**src/rtl/ftx_pkg.sv**
```systemverilog
package ftx_pkg;
  localparam int BYTE_W  = 8;
  localparam int HDR_LEN = 6;
  typedef logic [BYTE_W-1:0] byte_t;
  localparam byte_t START_BYTE = 8'h21;
endpackage

```
**src/rtl/ftx_sn_counter.sv**
```systemverilog
module ftx_sn_counter
  import ftx_pkg::*;
(
  input  logic  clk_i,
  input  logic  rst_ni,
  input  logic  adv_i,
  output byte_t sn_o
);
  byte_t sn_q;
  byte_t sn_inc;

  assign sn_inc = sn_q + byte_t'(1);

  always_ff @(posedge clk_i or negedge rst_ni) begin
    if (!rst_ni)    sn_q <= byte_t'(1);
    else if (adv_i) sn_q <= (sn_inc == '0) ? byte_t'(1) : sn_inc; // 0 reserved
  end

  assign sn_o = sn_q;
endmodule

```
**src/rtl/ftx_csum.sv**
```systemverilog
module ftx_csum
  import ftx_pkg::*;
#(
  parameter int MAX_BODY = 8
) (
  input  byte_t                       sn_i,
  input  byte_t                       irsn_i,
  input  byte_t                       cmd_i,
  input  byte_t                       len_i,
  input  logic [MAX_BODY*BYTE_W-1:0]  body_i,
  output byte_t                       sum_o
);
  always_comb begin
    sum_o = sn_i + irsn_i + cmd_i + len_i;
    for (int i = 0; i < MAX_BODY; i++) begin
      if (byte_t'(i) < len_i) sum_o = sum_o + body_i[i*BYTE_W +: BYTE_W];
    end
  end
endmodule

```
**src/rtl/ftx_byte_sel.sv**
```systemverilog
module ftx_byte_sel
  import ftx_pkg::*;
#(
  parameter int MAX_BODY = 8
) (
  input  byte_t                       idx_i,
  input  byte_t                       csum_i,
  input  byte_t                       sn_i,
  input  byte_t                       irsn_i,
  input  byte_t                       cmd_i,
  input  byte_t                       len_i,
  input  logic [MAX_BODY*BYTE_W-1:0]  body_i,
  output byte_t                       data_o
);
  always_comb begin
    unique case (idx_i)
      8'd0:    data_o = START_BYTE;
      8'd1:    data_o = csum_i;
      8'd2:    data_o = sn_i;
      8'd3:    data_o = irsn_i;
      8'd4:    data_o = cmd_i;
      8'd5:    data_o = len_i;
      default: begin
        data_o = '0;
        for (int i = 0; i < MAX_BODY; i++) begin
          if (idx_i == byte_t'(HDR_LEN + i)) data_o = body_i[i*BYTE_W +: BYTE_W];
        end
      end
    endcase
  end
endmodule

```
**src/rtl/seq_frame_tx.sv**
```systemverilog
module seq_frame_tx
  import ftx_pkg::*;
#(
  parameter int MAX_BODY = 8
) (
  input  logic                       clk_i,
  input  logic                       rst_ni,
  input  logic                       req_valid_i,
  output logic                       req_ready_o,
  input  logic [7:0]                 req_cmd_i,
  input  logic [7:0]                 req_len_i,
  input  logic [7:0]                 req_irsn_i,
  input  logic [MAX_BODY*8-1:0]      req_body_i,
  output logic                       out_valid_o,
  output logic [7:0]                 out_data_o,
  input  logic                       out_ready_i,
  output logic                       sn_strobe_o,
  output logic [7:0]                 sn_o
);
  localparam int    BODY_W  = MAX_BODY * BYTE_W;
  localparam byte_t MAX_LEN = byte_t'(MAX_BODY);
  localparam byte_t LAST_HDR = byte_t'(HDR_LEN - 1);

  logic              busy_q, strobe_q, accept, fire, last;
  byte_t             idx_q, csum_q, sn_q, irsn_q, cmd_q, len_q;
  logic [BODY_W-1:0] body_q;
  byte_t             sn_cur, len_c, csum_d;

  assign req_ready_o = ~busy_q;
  assign accept      = req_valid_i & ~busy_q;
  assign fire        = busy_q & out_ready_i;
  assign last        = idx_q == (LAST_HDR + len_q);
  assign len_c       = (req_len_i > MAX_LEN) ? MAX_LEN : req_len_i;

  ftx_sn_counter i_sn (
    .clk_i (clk_i),
    .rst_ni(rst_ni),
    .adv_i (accept),
    .sn_o  (sn_cur)
  );

  // checksum settled at accept time, so no pass over the body is needed later
  ftx_csum #(.MAX_BODY(MAX_BODY)) i_csum (
    .sn_i  (sn_cur),
    .irsn_i(req_irsn_i),
    .cmd_i (req_cmd_i),
    .len_i (len_c),
    .body_i(req_body_i),
    .sum_o (csum_d)
  );

  always_ff @(posedge clk_i or negedge rst_ni) begin
    if (!rst_ni) begin
      busy_q   <= 1'b0;
      strobe_q <= 1'b0;
      idx_q    <= '0;
      csum_q   <= '0;
      sn_q     <= '0;
      irsn_q   <= '0;
      cmd_q    <= '0;
      len_q    <= '0;
      body_q   <= '0;
    end else begin
      strobe_q <= accept;
      if (accept) begin
        busy_q <= 1'b1;
        idx_q  <= '0;
        csum_q <= csum_d;
        sn_q   <= sn_cur;
        irsn_q <= req_irsn_i;
        cmd_q  <= req_cmd_i;
        len_q  <= len_c;
        body_q <= req_body_i;
      end else if (fire) begin
        if (last) busy_q <= 1'b0;
        else      idx_q  <= idx_q + byte_t'(1);
      end
    end
  end

  ftx_byte_sel #(.MAX_BODY(MAX_BODY)) i_sel (
    .idx_i (idx_q),
    .csum_i(csum_q),
    .sn_i  (sn_q),
    .irsn_i(irsn_q),
    .cmd_i (cmd_q),
    .len_i (len_q),
    .body_i(body_q),
    .data_o(out_data_o)
  );

  assign out_valid_o = busy_q;
  assign sn_strobe_o = strobe_q;
  assign sn_o        = sn_q;
endmodule

```
**config.mk**
```make
export PLATFORM = sky130hd
export DESIGN_NAME = seq_frame_tx
export DESIGN_NICKNAME = d
export VERILOG_FILES = /design/src/rtl/ftx_pkg.sv /design/src/rtl/ftx_sn_counter.sv /design/src/rtl/ftx_csum.sv /design/src/rtl/ftx_byte_sel.sv /design/src/rtl/seq_frame_tx.sv
export SDC_FILE = /design/constraint.sdc
export NUM_CORES = 1
export LEC_CHECK = 0
export BUFFER_PORTS_ARGS = -buffer_cell sky130_fd_sc_hd__clkbuf_2
export CORE_MARGIN = 2
export CORE_UTILIZATION = 45
export CTS_BUF_LIST = sky130_fd_sc_hd__clkbuf_16
export DETAILED_ROUTE_END_ITERATION = 10
export HOLD_SLACK_MARGIN = 0.03
export PLACE_DENSITY = 0.62
export SYNTH_ARGS = -nofsm -noshare
export SYNTH_HDL_FRONTEND = slang
export SYNTH_SLANG_ARGS = --single-unit
```
**constraint.sdc**
```tcl
create_clock -name clk_i -period 19.2 [get_ports clk_i]
set_clock_uncertainty 0.2 [all_clocks]
set_input_delay 0 -clock clk_i [delete_from_list [all_inputs] [get_ports clk_i]]
set_output_delay 0 -clock clk_i [all_outputs]
set_load 0.1 [all_outputs]
```
# Word-level counts from Yosys, hierarchy flattened
# Cells that the tools add are included.
[totals]
regBits = 122
out_inout_bits = 19
[classes]
add_sub_neg = 14
eq_ne = 15
n_mux = 25
reduce_logical = 6
n_lt_le_gt_ge = 9
bitwise = 3
[op_table]
columns = ["op", "count"]
rows = [
  ["2-to-1 mux 8 bit", 21],
  ["adder 8 bit", 11],
  ["== test 8 x 4 -> 1 bit, second input constant", 6],
  ["case mux 8 bit (6 select lines)", 1],
  ["== test 8 x 3 -> 1 bit, second input constant", 4],
  ["less-than comparator 3 x 8 -> 1 bit, first input constant", 4],
  ["adder 8 x 1 -> 8 bit, second input constant", 2],
  ["== test 8 x 2 -> 1 bit, second input constant", 2],
  ["logical NOT 8 bit", 2],
  ["less-than comparator 1 x 8 -> 1 bit, first input constant", 2],
  ["less-than comparator 2 x 8 -> 1 bit, first input constant", 2],
  ["adder 3 x 8 -> 8 bit, first input constant", 1],
  ["== test 8 x 1 -> 1 bit, second input constant", 1],
  ["== test 8 bit", 1],
  ["> comparator 8 x 4 -> 1 bit, second input constant", 1],
  ["AND reduction 2 bit", 2],
  ["nonzero test 2 bit", 2],
  ["2-to-1 mux 1 bit", 3],
  ["bitwise AND 1 bit", 2],
  ["inequality test 2 bit, second input constant", 1],
  ["inverter 1 bit", 1],
]

# Logic depth before layout (Yosys ltp)
# Gate-level depths: netlist of run 1.
[logic_depth]
ltp_word = 19
mapped_depth = 55

# Modules after synthesis
# Synthesis of run 1 repeated with hierarchy kept, for this count alone.
[unflattened]
cells_unflattened = 1225
hier_area_um2 = 10173.5
[modules_own_cells]
columns = ["module", "seq_area_each_um2", "area_per_inst_um2", "cells_per_inst", "instances"]
rows = [
  ["seq_frame_tx", 2852.7, 4601.9, 509, 1],
  ["ftx_csum", 0.0, 3729.8, 489, 1],
  ["ftx_byte_sel", 0.0, 1335.0, 181, 1],
  ["ftx_sn_counter", 201.4, 506.7, 46, 1],
]

# Least setup slack after synthesis of run 1
# No wires, ideal clock.
[synth_path]
path_kind = "input to register"
start = "input req_len_i[4]"
end = "register csum_q[7]"
arrival_time_ns = 10.183
slack_ns = 8.735
path_buffers = 2
cell_stages = 52
cell_sequence = "or4_4 buf_6 nor2_1 buf_2 nand2_1 fa_1 inv_1 ha_1 fa_1 ha_1 nor2b_1 o21ai_0 nand2_1 xor2_1 mux2_2 ha_1 a21boi_0 o21ai_0 [16 not listed] ha_1 or3_1 nand3_1 o21ai_0 ha_1 a21oi_1 xor2_1 nor2_1 a31oi_1 o21ai_1 ha_1 nor2_1 a211o_1 mux2i_1 xnor2_1 xnor2_1 xnor3_1 o21ai_0"
[synth_via]
elab_chain_cells = 19
word_cells_on_any_way = 27
cone_classes = "9 x add/sub; 9 x order compare; 9 x mux"
[synth_rtl]
columns = ["element", "line_no", "source"]
rows = [
  ["start: declaration", "seq_frame_tx.sv:11", "input logic [7:0] req_len_i,"],
  ["> comparator 8 x 4 -> 1 bit", "seq_frame_tx.sv:33", "assign len_c = (req_len_i > MAX_LEN) ? MAX_LEN : req_len_i;"],
  ["2-to-1 mux 8 bit *", "seq_frame_tx.sv:33", ""],
  ["adder 8 bit", "ftx_csum.sv:14", "sum_o = sn_i + irsn_i + cmd_i + len_i;"],
  ["adder 8 bit", "ftx_csum.sv:16", "if (byte_t'(i) < len_i) sum_o = sum_o + body_i[i*BYTE_W +: BYTE_W];"],
  ["2-to-1 mux 8 bit", "ftx_csum.sv:16", ""],
  ["adder 8 bit", "ftx_csum.sv:16", ""],
  ["2-to-1 mux 8 bit", "ftx_csum.sv:16", ""],
  ["adder 8 bit", "ftx_csum.sv:16", ""],
  ["[3 not listed]", "n/a", ""],
  ["adder 8 bit", "ftx_csum.sv:16", ""],
  ["2-to-1 mux 8 bit", "ftx_csum.sv:16", ""],
  ["adder 8 bit", "ftx_csum.sv:16", ""],
  ["2-to-1 mux 8 bit", "ftx_csum.sv:16", ""],
  ["adder 8 bit", "ftx_csum.sv:16", ""],
  ["2-to-1 mux 8 bit", "ftx_csum.sv:16", ""],
  ["adder 8 bit", "ftx_csum.sv:16", ""],
  ["2-to-1 mux 8 bit *", "ftx_csum.sv:16", ""],
  ["end signal: assignment", "seq_frame_tx.sv:68", "csum_q <= csum_d;"],
  ["end: declaration", "seq_frame_tx.sv:25", "byte_t idx_q, csum_q, sn_q, irsn_q, cmd_q, len_q;"],
]
# Mark *: on every way between the ends. The rest lies on a longest branch, timed or not.
# A chain may end at the register's enable or synchronous reset.

# Final worst setup path of run 1
[layout_path]
start = "register i_sn.sn_q[1] (netlist: i_sn.sn_o[1])"
end = "register csum_q[7]"
[layout_via]
elab_chain_cells = 19
[layout_rtl]
columns = ["element", "line_no", "source"]
rows = [
  ["start: declaration", "ftx_sn_counter.sv:9", "byte_t sn_q;"],
  ["start signal: assignment", "ftx_sn_counter.sv:15", "if (!rst_ni) sn_q <= byte_t'(1);"],
  ["start signal: assignment", "ftx_sn_counter.sv:16", "else if (adv_i) sn_q <= (sn_inc == '0) ? byte_t'(1) : sn_inc;"],
  ["adder 8 bit * (3 in series)", "ftx_csum.sv:14", ""],
  ["adder 8 bit", "ftx_csum.sv:16", ""],
  ["2-to-1 mux 8 bit *", "ftx_csum.sv:16", ""],
  ["adder 8 bit", "ftx_csum.sv:16", ""],
  ["2-to-1 mux 8 bit *", "ftx_csum.sv:16", ""],
  ["adder 8 bit", "ftx_csum.sv:16", ""],
  ["2-to-1 mux 8 bit *", "ftx_csum.sv:16", ""],
  ["adder 8 bit", "ftx_csum.sv:16", ""],
  ["2-to-1 mux 8 bit *", "ftx_csum.sv:16", ""],
  ["adder 8 bit", "ftx_csum.sv:16", ""],
  ["2-to-1 mux 8 bit *", "ftx_csum.sv:16", ""],
  ["adder 8 bit", "ftx_csum.sv:16", ""],
  ["2-to-1 mux 8 bit *", "ftx_csum.sv:16", ""],
  ["adder 8 bit", "ftx_csum.sv:16", ""],
  ["2-to-1 mux 8 bit *", "ftx_csum.sv:16", ""],
  ["adder 8 bit", "ftx_csum.sv:16", ""],
  ["2-to-1 mux 8 bit *", "ftx_csum.sv:16", ""],
]
# Marked as above.

==> results of run 1 <==
area by class of cell:
class,instances,area [µm²]
Fill cell,1879,8770
Multi-Input combinational cell,900,5840
Sequential cell,122,3050
Timing Repair Buffer,201,1450
Clock buffer,17,425
Tap cell,270,338
Inverter,60,225
Clock inverter,13,139
timing repair:
item                      in CTS  in global routing
hold endpoints to repair     149                  0
buffers inserted               0                  0
gates resized for setup        0                  0
hold buffers                  84                  0
flip-flops by register name, summed over array words and instances, names as in the netlist:
register / count
idx_q: 8
i_sn.sn_o: 8
body_q: 64
sn_o: 8
out_valid_o: 1
len_q: 8
irsn_q: 8
csum_q: 8
cmd_q: 8
sn_strobe_o: 1
logic make-up (layout without fill, tap and decap cells):
kind of cell | Yosys count | after routing | share of synthesized area (%)
simple gates | 478 | 478 | 22.4
compound gates | 241 | 241 | 17.2
flops | 122 | 122 | 32.9
buf+inv | 103 | 291 | 4.28
fa+ha+maj | 92 | 92 | 14.2
xor+xnor | 70 | 70 | 6.92
mux | 16 | 16 | 2.06
other cells | 1 | 3 | 0.0404
cell usage after synthesis, types with 9 or more instances:
cell        n
nand2_1   298
dfrtp_1   121
ha_1       70
nor2_1     64
o21ai_0    63
inv_1      59
a21oi_1    51
xnor2_1    44
clkbuf_1   33
xor2_1     24
a21o_1     23
fa_1       22
nor2b_1    22
nor3_1     22
nand3_1    21
a211oi_1   12
a222oi_1   12
or3_1      11
a22o_1     10
o211ai_1   10
a221oi_1    9
stage by stage:
step | setup WS [ns] | hold WS [ns]
global placement | 8.04 | -0.0452
finish | 7.81 | 0.0306
floorplan | 8.73 | -0.496
detailed placement | 7.72 | -0.0457
CTS | 7.81 | 0.0495
global route | 7.01 | 0.0984
worst register-to-register path: cells and delay by family (launching register included):
family / cells / cell delay [ns]
AO/OA/AOI/OAI: 10 / 2.37
AND/OR/NAND/NOR: 11 / 1.79
multiplexers: 2 / 0.47
flip-flops: 1 / 0.42
buffers and inverters: 3 / 0.28
adder cells (fa/ha/maj): 12 / 4.22
XOR/XNOR: 8 / 1.56
routing by layer:
metal | part of all wire (%) | wire length [µm] | global-route usage, % | vias to the layer above
li1 | - | - | - | 4236
met3 | 4.9 | 1350 | 4.17 | 54
met2 | 45 | 12500 | 40.5 | 265
met1 | 46 | 12800 | 36.0 | 4005
met5 | 0 | 0 | 0 | -
met4 | 3.3 | 920 | 10.4 | 0
worst max-delay path by stage:
stage	start	to	slack (ns)	cells after the start
after floorplan	req_len_i[4]	csum_q[7]	8.73	52
after global placement	req_len_i[4]	csum_q[7]	8.04	48
after detailed placement	req_len_i[4]	csum_q[7]	7.72	47
after CTS	i_sn.sn_o[1]	csum_q[7]	7.81	44
after global routing	i_sn.sn_o[1]	csum_q[7]	7.01	49
final	i_sn.sn_o[1]	csum_q[7]	7.81	46
==> flow_summary.yaml, run 1 <==
critical_path:
  worstRegToRegCells: 46
  crit_family: "adder cells"
  worst_path_most_repeated_cell: "ha_1"
  crit_type: "reg -> reg"
  cp_num_buf_inv: 3
  rrSetupSlack_ns: 7.81
  cp_data_required_time_ns: 19.34
  end_kind: "flop"
  rr_endpoint: "csum_q[7]"
  critPathMaxStageDelay_ns: 0.58
  slowest_stage: "a211oi_1"
  start_kind: "flop"
  cp_max_fo: 6
  reg2reg_from: "i_sn.sn_o[1]"
  cp.arrival_ns: 11.52
layout:
  layout_commonest_cell: "nand2_1"
  areaGrowthSynthToFinish_pct: 23.6
  final_cell_area_um2: 11500
  n_antenna_cell: 0
  fin_util_pct: 56.7
  final_cells: 1583
  layout-drive-gt1-share_pct: 12.3
  final_cell_mix: "nand2_1 (297), dfrtp_1 (121), clkbuf_2 (109)"
  final_nets: 1486
cts:
  cts_tree: "done"
  cts_root_buf: "clkbuf_16"
  worstSkewPairLatency_ns: 0.42
  cts_max_level: 4
  cts_made_buffers: 17
  clkTransAtPathRegs_ns: 0.06
  cts_num_sinks: 122
  clockBufferDepth: 2
yosys:
  synth_edf_count: 0
  synthCells: 1123
  synth_top_cell_by_area: "dfrtp_1"
  yosysSeqAreaShare_pct: 32.9
  synth_top_area_share_pct: 32.6
  synth.distinct_cells: 65
  yosys_most_used_dff: "dfrtp_1"
  ys_seq_elements: 122
  synth.yosys.warnings: 0
  synth.cell_area_um2: 9270
  avgSynthCellArea_um2: 8.26
  async_reset_ff_share_pct: 100
  synthTopCellsByArea: "dfrtp_1 (33%), nand2_1 (12%), ha_1 (9.4%)"
route:
  via_count: 8560
  drc: 0
  drtIter0Drc: 652
  routed_via_density: 5.41
  ant_nets: 0
  wl_per_cell_um: 17.4
  wl_mm: 27.5
  drt_pre_antenna_iters: 7
floorplan:
  num_io_pins: 111
  die_y_um: 148
  start_util_pct: 45.8
  fp-row-count: 52
  die_width_um: 148
  dieArea_um2: 21800
  coreArea_um2: 20200
run_status:
  outcome: "completed"
grt:
  grt_pass1_vias: 8177
  antenna_found_initial: 0
  grt_max_degree: 86
  grt_pass1_wl_mm: 43.8
  grtUsageTotal_pct: 25.9
  overflow: 0
place:
  numPortBuffers: 110
  dpl_cell_area_um2: 10100
  place_congestion: 0.880
  dpl.cell_count: 1469
  post-dp-hpwl_mm: 20.4
worst_hold_path:
  hp-class: "in -> async"
timing:
  fin_crit_ns: 11.39
  fin_setup_tns_ns: 0
  fin_crit_sh_pct: 59.3
  max_freq_mhz: 87.8
  tightest_slew_ns: 1.09
  finalMaxSlewViolations: 0
  setup_viol: 0
  relSlewSlack_pct: 27.0
  rsz0062_at_grt: "false"
  hold_viol: 0
job:
  cap_violations: 0
Power of run 1 is not shown: default switching activity piles up to over one toggle a cycle in this logic, so the estimate is an artifact.
==> run 2: changes to the inputs <==
--- a/config.mk
+++ b/config.mk
@@ -5,13 +5,14 @@
 export SDC_FILE = /design/constraint.sdc
 export NUM_CORES = 1
 export LEC_CHECK = 0
+export ABC_AREA = 1
 export BUFFER_PORTS_ARGS = -buffer_cell sky130_fd_sc_hd__clkbuf_2
 export CORE_MARGIN = 2
 export CORE_UTILIZATION = 45
 export CTS_BUF_LIST = sky130_fd_sc_hd__clkbuf_16
 export DETAILED_ROUTE_END_ITERATION = 10
 export HOLD_SLACK_MARGIN = 0.03
-export PLACE_DENSITY = 0.62
+export PLACE_DENSITY = 0.64
 export SYNTH_ARGS = -nofsm -noshare
 export SYNTH_HDL_FRONTEND = slang
 export SYNTH_SLANG_ARGS = --single-unit
==> constraint.sdc (replaced) <==
create_clock -name clk_i -period 9.55 [get_ports clk_i]
set_clock_uncertainty 0.2 [all_clocks]
set_input_delay 0 -clock clk_i [delete_from_list [all_inputs] [get_ports clk_i]]
set_output_delay 0 -clock clk_i [all_outputs]
set_load 0.1 [all_outputs]
==> flow_summary.yaml, run 2 <==
run_status:
  outcome: "completed"
cts:
  cts_made_buffers: 17
  clkTransAtPathRegs_ns: 0.06
  cts_tree: "done"
  cts_root_buf: "clkbuf_16"
  cts_num_sinks: 122
  clockBufferDepth: 2
  cts_max_level: 4
  worstSkewPairLatency_ns: 0.43
critical_path:
  reg2reg_from: "i_sn.sn_o[1]"
  crit_type: "reg -> reg"
  slowest_stage: "fa_2"
  cp.arrival_ns: 9.49
  cp_max_fo: 4
  worstRegToRegCells: 58
  cp_data_required_time_ns: 9.67
  worst_path_most_repeated_cell: "nand2_1"
  rr_endpoint: "csum_q[7]"
  end_kind: "flop"
  rrSetupSlack_ns: 0.18
  crit_family: "adder cells"
  cp_num_buf_inv: 8
  start_kind: "flop"
  critPathMaxStageDelay_ns: 0.59
layout:
  largest_reg_flops: 64
  final_cell_mix: "nand2_1 (466), inv_1 (153), buf_4 (124)"
  final_nets: 1918
  final_cell_area_um2: 14000
  fillers: 2025
  n_antenna_cell: 0
  layout_commonest_cell: "nand2_1"
  areaGrowthSynthToFinish_pct: 36.6
  layout-drive-gt1-share_pct: 24.5
  largest-register: "body_q"
yosys:
  avgSynthCellArea_um2: 7.17
  synth.yosys.warnings: 0
  synthTopCellsByArea: "dfrtp_1 (30%), nand2_1 (17%), ha_1 (8.6%)"
  synth_top_area_share_pct: 29.6
  synthCells: 1426
  async_reset_ff_share_pct: 100
  synth_top_cell_by_area: "dfrtp_1"
  yosysSeqAreaShare_pct: 29.9
  yosys_most_used_dff: "dfrtp_1"
  synth.cell_area_um2: 10200
  synth.distinct_cells: 54
  synthTopCellsByCount: "nand2_1 (476), inv_1 (165), dfrtp_1 (121), nand3_1 (117), o21ai_0 (89)"
  synth.most_common_cell: "nand2_1"
  synth_edf_count: 0
  ys_seq_elements: 122
worst_hold_path:
  hp-class: "in -> reg"
  holdPathStages: 4
  min_to: "body_q[63]"
  worstHoldStart: "req_valid_i"
grt:
  grt_pass1_vias: 10200
  antenna_found_initial: 1
  grt_max_degree: 82
  overflow: 0
  grt_pass1_wl_mm: 51.5
  grtUsageTotal_pct: 27.4
timing:
  hold_viol: 0
  max_freq_mhz: 107
  tightest_slew_ns: 0.863
  rsz0062_at_grt: "true"
  fin_crit_ns: 9.37
  relSlewSlack_pct: 42.4
  finalMaxSlewViolations: 0
  hold_ws_ns: 0.0479
  setup_viol: 0
  fin_crit_sh_pct: 98.1
place:
  place_congestion: 0.911
  post-dp-hpwl_mm: 24.9
  dpl_cell_area_um2: 11900
  numPortBuffers: 110
route:
  drtIter0Drc: 731
  wl_mm: 32.5
  routed_via_density: 5.15
  via_count: 10500
  wl_per_cell_um: 16.0
  drt_pre_antenna_iters: 7
  drc: 0
  ant_nets: 0
floorplan:
  die_width_um: 155
  die_y_um: 155
  fp-row-count: 55
  start_util_pct: 45.4
  num_io_pins: 111
  coreArea_um2: 22500
  dieArea_um2: 23900
job:
  cap_violations: 0
==> run 2: cell types whose count changed in the layout (fill, tap and decap cells not counted), moves of 22 or more <==
cell | before | now
buf_4 | 8 | 124
ha_1 | 70 | 42
ha_4 | 0 | 28
inv_1 | 62 | 153
nand2_1 | 297 | 466
nand3_1 | 21 | 112
nand3_2 | 0 | 24
nor2_1 | 64 | 33
nor2b_1 | 22 | 0
xnor2_1 | 44 | 10
==> run 2: worst min-delay path: stages <==
cell,delay (ns)
clkbuf_2,0.10
nand2_4,0.32
nand2_1,0.16
nand2_1,0.04
==> run 2: logic make-up (layout without fill, tap and decap cells) <==
family,count (synthesis),after routing,share of synthesized area [%]
AO/OA/AOI/OAI,204,204,11.5
AND/OR/NAND/NOR,742,742,33.1
other,1,3,0.0367
multiplexers,1,1,0.0979
XOR/XNOR,50,50,4.28
buffers and inverters,214,533,8.21
adder cells (fa/ha/maj),92,92,12.9
flip-flops,122,122,29.9
==> run 2: layer usage <==
layer | up-vias | global-route usage [%] | share of wire [%]
met3 | 54 | 4.09 | 4.0
met1 | 4906 | 37.1 | 46
met5 | - | 0 | 0.040
met2 | 244 | 46.0 | 47
li1 | 5254 | - | -
met4 | 2 | 7.36 | 2.5
==> run 2: timing repair <==
item                                    in CTS  in global routing
pin swaps                                   29                 56
endpoints found under the setup margin       4                  5
gates resized for setup                     37                 63
hold buffers                                89                  0
buffers inserted                            14                  5
endpoints found under the hold margin      156                  0
==> run 2: area by class of cell <==
| type | count | area, µm² | area share, % |
|---|---|---|---|
| clock buffers | 17 | 425 | 3.05 |
| clock inverters | 15 | 179 | 1.28 |
| inverters | 179 | 686 | 4.91 |
| multi-input cells | 1092 | 6900 | 49.4 |
| flip-flops and latches | 122 | 3050 | 21.9 |
| well taps | 285 | 357 | 2.55 |
| repair buffers | 322 | 2370 | 17.0 |
==> run 2: worst max path at each step <==
stage                       startpoint        end  cells after the start
after floorplan           i_sn.sn_o[1]  csum_q[7]                     60
after global routing      i_sn.sn_o[1]  csum_q[7]                     59
after detailed placement  i_sn.sn_o[1]  csum_q[7]                     56
final                     i_sn.sn_o[1]  csum_q[7]                     58
after CTS                 i_sn.sn_o[1]  csum_q[7]                     60
after global placement    i_sn.sn_o[1]  csum_q[7]                     56
==> run 2: metrics by stage <==
stage	instances	worst slack [ns]	TNS [ns]	utilization, %
2_1_floorplan	1428	0.0160	0	-
3_3_place_gp	1893	-0.298	-0.298	52.7
3_5_place_dp	1893	-0.463	-0.729	52.7
4_1_cts	2028	0.00192	0	60.6
5_1_grt	2032	-0.363	-0.606	62.1
6_report	2032	0.181	0	62.1
Power of run 2 is left out for the same reason.
